===== src/rtl/csdem_pkg.sv =====
package csdem_pkg;

    typedef enum logic [0:0] {
        ST_IDLE = 1'b0,
        ST_PICK = 1'b1
    } csdem_state_e;

    // Clamp an integer into [lo, hi]
    function automatic int clamp_int(int v, int lo, int hi);
        if (v < lo) return lo;
        if (v > hi) return hi;
        return v;
    endfunction

endpackage


===== src/rtl/csdem_planner.sv =====
module csdem_planner #(
    parameter int N      = 32,
    parameter int K      = 8,
    parameter int CODE_W = $clog2(N + 1)
) (
    input  logic [CODE_W-1:0] code,
    input  logic [CODE_W-1:0] ones,
    output logic [CODE_W-1:0] n_on,
    output logic [CODE_W-1:0] n_off,
    output logic [CODE_W-1:0] total
);
    import csdem_pkg::*;

    int delta;
    int want_off;
    int lo_off;
    int hi_off;
    int sel_off;

    always_comb begin
        delta    = int'(code) - int'(ones);
        // floor((K - delta) / 2): arithmetic shift of a signed int
        want_off = (K - delta) >>> 1;
        lo_off   = (delta < 0) ? -delta : 0;
        hi_off   = (int'(ones) < (N - int'(code))) ? int'(ones) : (N - int'(code));
        sel_off  = clamp_int(want_off, lo_off, hi_off);
        n_off    = CODE_W'(sel_off);
        n_on     = CODE_W'(sel_off + delta);
        total    = CODE_W'(2 * sel_off + delta);
    end

endmodule


===== src/rtl/csdem_ranker.sv =====
module csdem_ranker #(
    parameter int N        = 32,
    parameter int ACC_W    = 12,
    parameter bit PICK_MAX = 1'b1,
    localparam int IDX_W   = $clog2(N)
) (
    input  logic [N*ACC_W-1:0] acc_flat,
    input  logic [N-1:0]       mask,
    output logic [IDX_W-1:0]   idx,
    output logic               found
);
    logic signed [ACC_W-1:0] best;
    logic signed [ACC_W-1:0] cand;
    logic                    better;

    always_comb begin
        found  = 1'b0;
        idx    = '0;
        best   = '0;
        cand   = '0;
        better = 1'b0;
        for (int i = 0; i < N; i++) begin
            cand = acc_flat[i*ACC_W +: ACC_W];
            // strict compare keeps the lower index on ties
            better = PICK_MAX ? (cand > best) : (cand < best);
            if (mask[i] && (!found || better)) begin
                found = 1'b1;
                idx   = IDX_W'(i);
                best  = cand;
            end
        end
    end

endmodule


===== src/rtl/csdem_loopbank.sv =====
module csdem_loopbank #(
    parameter int N      = 32,
    parameter int ACC_W  = 12,
    parameter int CODE_W = $clog2(N + 1)
) (
    input  logic               clk,
    input  logic               rst,
    input  logic               upd,
    input  logic [CODE_W-1:0]  code,
    input  logic [N-1:0]       new_state,
    output logic [N*ACC_W-1:0] acc_flat
);
    import csdem_pkg::*;

    localparam int ACC_MAX = (2 ** (ACC_W - 1)) - 1;
    localparam int ACC_MIN = -(2 ** (ACC_W - 1));

    for (genvar g = 0; g < N; g++) begin : g_elem
        logic signed [ACC_W-1:0] acc_r;
        int                      sum_v;

        always_comb begin
            sum_v = int'(acc_r) + int'(code) - (new_state[g] ? N : 0);
            sum_v = clamp_int(sum_v, ACC_MIN, ACC_MAX);
        end

        always_ff @(posedge clk) begin
            if (rst) begin
                acc_r <= '0;
            end else if (upd) begin
                acc_r <= ACC_W'(sum_v);
            end
        end

        assign acc_flat[g*ACC_W +: ACC_W] = acc_r;
    end

endmodule


===== src/rtl/csdem_top.sv =====
module csdem_top #(
    parameter int N       = 32,
    parameter int K       = 8,
    parameter int ACC_W   = 12,
    localparam int CODE_W = $clog2(N + 1)
) (
    input  logic              clk,
    input  logic              rst,
    input  logic              in_strobe,
    input  logic [CODE_W-1:0] in_code,
    output logic [N-1:0]      elem_out,
    output logic              out_valid
);
    import csdem_pkg::*;

    localparam int IDX_W = $clog2(N);

    csdem_state_e      state;
    logic [N-1:0]      elem_r;
    logic [N-1:0]      nxt_r;
    logic [CODE_W-1:0] code_q;
    logic [CODE_W-1:0] on_left;
    logic [CODE_W-1:0] off_left;
    logic [CODE_W-1:0] plan_total;
    logic              valid_r;

    logic [CODE_W-1:0] code_c;
    logic [CODE_W-1:0] ones_now;
    logic [CODE_W-1:0] plan_on;
    logic [CODE_W-1:0] plan_off;
    logic [CODE_W-1:0] plan_sum;
    logic [N*ACC_W-1:0] acc_flat;
    logic [IDX_W-1:0]  on_idx;
    logic [IDX_W-1:0]  off_idx;
    logic              on_found;
    logic              off_found;
    logic              busy;
    logic              upd;

    assign code_c   = (int'(in_code) > N) ? CODE_W'(N) : in_code;
    assign ones_now = CODE_W'($countones(elem_r));
    assign busy     = (state == ST_PICK);
    assign upd      = busy && (on_left == '0) && (off_left == '0);

    csdem_planner #(.N(N), .K(K), .CODE_W(CODE_W)) u_plan (
        .code  (code_c),
        .ones  (ones_now),
        .n_on  (plan_on),
        .n_off (plan_off),
        .total (plan_sum)
    );

    // off set ranked for turn-on (largest first)
    csdem_ranker #(.N(N), .ACC_W(ACC_W), .PICK_MAX(1'b1)) u_rank_on (
        .acc_flat (acc_flat),
        .mask     (~elem_r & ~nxt_r),
        .idx      (on_idx),
        .found    (on_found)
    );

    // on set ranked for turn-off (smallest first)
    csdem_ranker #(.N(N), .ACC_W(ACC_W), .PICK_MAX(1'b0)) u_rank_off (
        .acc_flat (acc_flat),
        .mask     (elem_r & nxt_r),
        .idx      (off_idx),
        .found    (off_found)
    );

    csdem_loopbank #(.N(N), .ACC_W(ACC_W), .CODE_W(CODE_W)) u_loops (
        .clk       (clk),
        .rst       (rst),
        .upd       (upd),
        .code      (code_q),
        .new_state (nxt_r),
        .acc_flat  (acc_flat)
    );

    always_ff @(posedge clk) begin
        if (rst) begin
            state      <= ST_IDLE;
            elem_r     <= '0;
            nxt_r      <= '0;
            code_q     <= '0;
            on_left    <= '0;
            off_left   <= '0;
            plan_total <= '0;
            valid_r    <= 1'b0;
        end else begin
            valid_r <= 1'b0;
            case (state)
                ST_IDLE: begin
                    if (in_strobe) begin
                        code_q     <= code_c;
                        on_left    <= plan_on;
                        off_left   <= plan_off;
                        plan_total <= plan_sum;
                        nxt_r      <= elem_r;
                        state      <= ST_PICK;
                    end
                end
                ST_PICK: begin
                    if (on_left != '0 && on_found) begin
                        nxt_r[on_idx] <= 1'b1;
                        on_left       <= on_left - CODE_W'(1);
                    end else if (off_left != '0 && off_found) begin
                        nxt_r[off_idx] <= 1'b0;
                        off_left       <= off_left - CODE_W'(1);
                    end else begin
                        on_left  <= '0;
                        off_left <= '0;
                        elem_r   <= nxt_r;
                        valid_r  <= 1'b1;
                        state    <= ST_IDLE;
                    end
                end
                default: state <= ST_IDLE;
            endcase
        end
    end

    assign elem_out  = elem_r;
    assign out_valid = valid_r;

endmodule


===== config.mk =====
export PLATFORM = sky130hd
export DESIGN_NAME = csdem_top
export DESIGN_NICKNAME = d
export VERILOG_FILES = /design/src/rtl/csdem_pkg.sv /design/src/rtl/csdem_planner.sv /design/src/rtl/csdem_ranker.sv /design/src/rtl/csdem_loopbank.sv /design/src/rtl/csdem_top.sv
export SDC_FILE = /design/constraint.sdc
export NUM_CORES = 2
export LEC_CHECK = 0
export BUFFER_PORTS_ARGS = -buffer_cell sky130_fd_sc_hd__buf_4
export CAP_MARGIN = 20
export CORE_MARGIN = 2
export CORE_UTILIZATION = 60
export CTS_CLUSTER_DIAMETER = 80
export DETAILED_ROUTE_END_ITERATION = 16
export GPL_TIMING_DRIVEN = 0
export PLACE_DENSITY = 0.89
export SYNTH_ARGS = -nofsm -noshare
export SYNTH_HDL_FRONTEND = slang
export SYNTH_SLANG_ARGS = --single-unit

===== constraint.sdc =====
create_clock -name clk -period 79.1 [get_ports clk]
set_clock_uncertainty 0.15 [all_clocks]
set_input_delay 11.865 -clock clk [delete_from_list [all_inputs] [get_ports clk]]
set_output_delay 11.865 -clock clk [all_outputs]
set_load 0.02 [all_outputs]

==> flow_metrics.tcl <==
set metrics [dict create \
    status "complete, but fails checks" \
    failed_checks "negative setup slack" \
    cts_hold_buf 0 \
    fin_area_um2 79600 \
    slew_headroom_pct 19.4 \
    slowest_delay_ps 400 \
    first_global_vias 71901 \
    clk_pin_slew_worst_paths_ps 60 \
    setup_viol 32 \
    cp_top_family "compound AO/OA/AOI/OAI gates" \
    layout_min_cycle_time_ps 80630 \
    antenna_found_initial 7 \
    cp.depth 560 \
    drv_cap 0 \
    synth_top_area_share_pct 23.3 \
    gp_congestion 1.06 \
    slowest_stage "o221ai_1" \
    yosysSeqAreaShare_pct 13.7 \
    cts_root_buffer "clkbuf_16" \
    syn_inst 9507 \
    vias 75770 \
    drive_gt1_share_pct 13.3 \
    instances_no_fill 11528 \
    drc_errors 0 \
    crit_path_end "nxt_r[1]$_SDFFE_PP0P_" \
    drt_iter0_markers 8705 \
    crit_start "elem_out[0]$_SDFFE_PP0P_" \
    worstPathArrival_ps 81060 \
    num-nets-final 11307 \
    postRouteAntennaNets 0 \
    cts_made_buffers 59 \
    crit_required_ps 79530 \
    dp_cells 11062 \
    r2r_cells 560 \
    clockBufferDepth 3 \
    drv_slew 0 \
    r2r-start "elem_out[0]$_SDFFE_PP0P_" \
    start_util_pct 60.6 \
    final.setup.worst_slack_ps -1530 \
    port_buffers 38 \
    placeableCoreArea_um2 113000 \
    ys_top_cells_by_area "ha_1, dfxtp_1, a21oi_1" \
    synth_area_um2 68200 \
    h-tree-depth 2 \
    finish.utilization_pct 70.6 \
    worstPathMaxFanout 10 \
    rr_endpoint "nxt_r[1]$_SDFFE_PP0P_" \
    place_area_um2 70900 \
    std_cell_rows 123 \
    tightest_slew_ps 1210 \
    path_buf_inv 63 \
    syn_area_per_cell_um2 7.18 \
    synth_area_leader_cell "ha_1" \
    crit_type "register to register" \
    synth_edf_count 0 \
    die_h_um 341 \
    clock_latency_ps 730 \
    yosysWarnings 0 \
    routed_wl_um 284000 \
    reg2reg_slack_ps -1530 \
    ys.flop_type "dfxtp_1" \
    cts_tree "done" \
    die_w_um 341 \
    synth_seq_cells 468 \
    detail_route.vias_per_cell 6.57 \
    io_pins 42 \
    cts.sinks 468 \
    final_cell_mix "ha_1, inv_1, a21oi_1" \
    hpwl_um 219000 \
    grt_pass1_wl_um 419000 \
    grt_max_degree 22 \
    rsz0062_at_grt "true" \
    period_share_pct 102 \
    max_freq_mhz 12.4 \
    finalHoldViolations 0 \
    drtPass1Iterations 6 \
    fp.dieArea_um2 116000 \
    gr-total-overflow 0 \
    layout_commonest_cell "ha_1" \
    gr-usage-all-layers_pct 46.4 \
    end_kind "register" \
    path_common_cell "o21a_1" \
    routedWlPerCell_um 24.6 \
    area_growth_pct 16.6 \
    start_kind "register" \
    hp-class "register to register" \
    synth_nets 10842 \
    synth_cell_types 97 \
    ys_async_sr_fraction_pct 0 \
]
[cells in the mapped netlist, drive strengths merged (19+ instances only)]
master,instances
nor2b,170
a21o,152
nand4,142
nor4,22
a22oi,138
o221ai,24
o311ai,47
a211oi,101
fa,58
ha,1268
mux2i,93
o22a,25
nand2b,146
a31oi,69
o22ai,34
a31o,27
nor3b,23
nand3,141
o21bai,208
xor2,58
nand2,767
buf,42
o211ai,59
clkbuf,323
o32ai,19
inv,1188
nor2,761
and3,31
nand3b,44
a21oi,1130
o21ai,584
and2,90
o31ai,93
xnor2,239
nor3,149
or2,84
o21a,179
mux2,89
or3,21
dfxtp,468
[kinds of logic after synthesis]
logic type                 Yosys count  share of synthesized area (%)
buffers and inverters             1567                           8.64
xor gates and xnor gates           297                           3.81
other                                1                        0.00550
and+or+nand+nor                   2632                           18.3
DFF                                468                           13.7
muxes                              182                           2.83
AOI/OAI and AO/OA                 3034                           27.7
adders and majority gates         1326                           25.0
[what timing repair did]
item | CTS | global route
setup endpoints to repair | 32 | 32
buffers inserted | 223 | 128
pin swaps | 222 | 251
cloned | 0 | 0
resized for setup | 624 | 392
[sequential cells by signal (all words and copies together), names as in the netlist]
signal / flops
out_valid: 1
on_left: 6
off_left: 6
code_q: 6
busy: 1
u_loops.g_elem.acc_r: 384
elem_out: 32
nxt_r: 32
[metal layers]
metal  wire length (um)  GRT usage (%)  vias up
li1                   -              -    34608
met1             109000           57.9    35268
met2             120000           71.7     4635
met3              31900           9.96     1251
met4              23000           31.2        8
met5                 50              0        -
[worst reg2reg max path: cells and delay by family (launching register included)]
family,cells,cell delay [ps]
buf+inv,63,9210
flops,1,390
fa+ha+maj,30,7270
simple gates,156,14140
compound gates,304,47250
mux,7,2120
[area by class of cell]
cell class              instances  area [um2]
multi-input cells            7472       56100
fillers                      9191       33100
flip-flops and latches        468        9380
inverters                    1202        4530
repair buffers                411        3410
plain buffers                 358        2110
well taps                    1500        1880
clock buffers                  73        1630
clock inverters                39         505
diodes                          5        12.5
[worst min path at each step]
stage / startpoint / to / cells after the start
floorplan: code_q[1]$_SDFFE_PP0P_ / code_q[1]$_SDFFE_PP0P_ / 2
global placement: code_q[5]$_SDFFE_PP0P_ / code_q[5]$_SDFFE_PP0P_ / 2
detailed placement: u_loops.g_elem[1].acc_r[0]$_SDFFE_PP0P_ / u_loops.g_elem[1].acc_r[0]$_SDFFE_PP0P_ / 2
CTS: u_loops.g_elem[1].acc_r[0]$_SDFFE_PP0P_ / u_loops.g_elem[1].acc_r[0]$_SDFFE_PP0P_ / 2
global route: code_q[3]$_SDFFE_PP0P_ / code_q[3]$_SDFFE_PP0P_ / 2
finish: u_loops.g_elem[1].acc_r[0]$_SDFFE_PP0P_ / u_loops.g_elem[1].acc_r[0]$_SDFFE_PP0P_ / 2
[metrics by stage]
step	TNS [ps]	setup WS (ps)	hold WS [ps]
6_report	-44360	-1530	348
4_1_cts	0	8.55	344
2_1_floorplan	0	102	286
3_5_place_dp	-525900	-17000	337
3_3_place_gp	-482700	-15720	292
5_1_grt	-175900	-5620	370
Power is left out: the tool's default activity adds up to more than one toggle a clock period on the data nets, which glitch-free logic cannot reach.
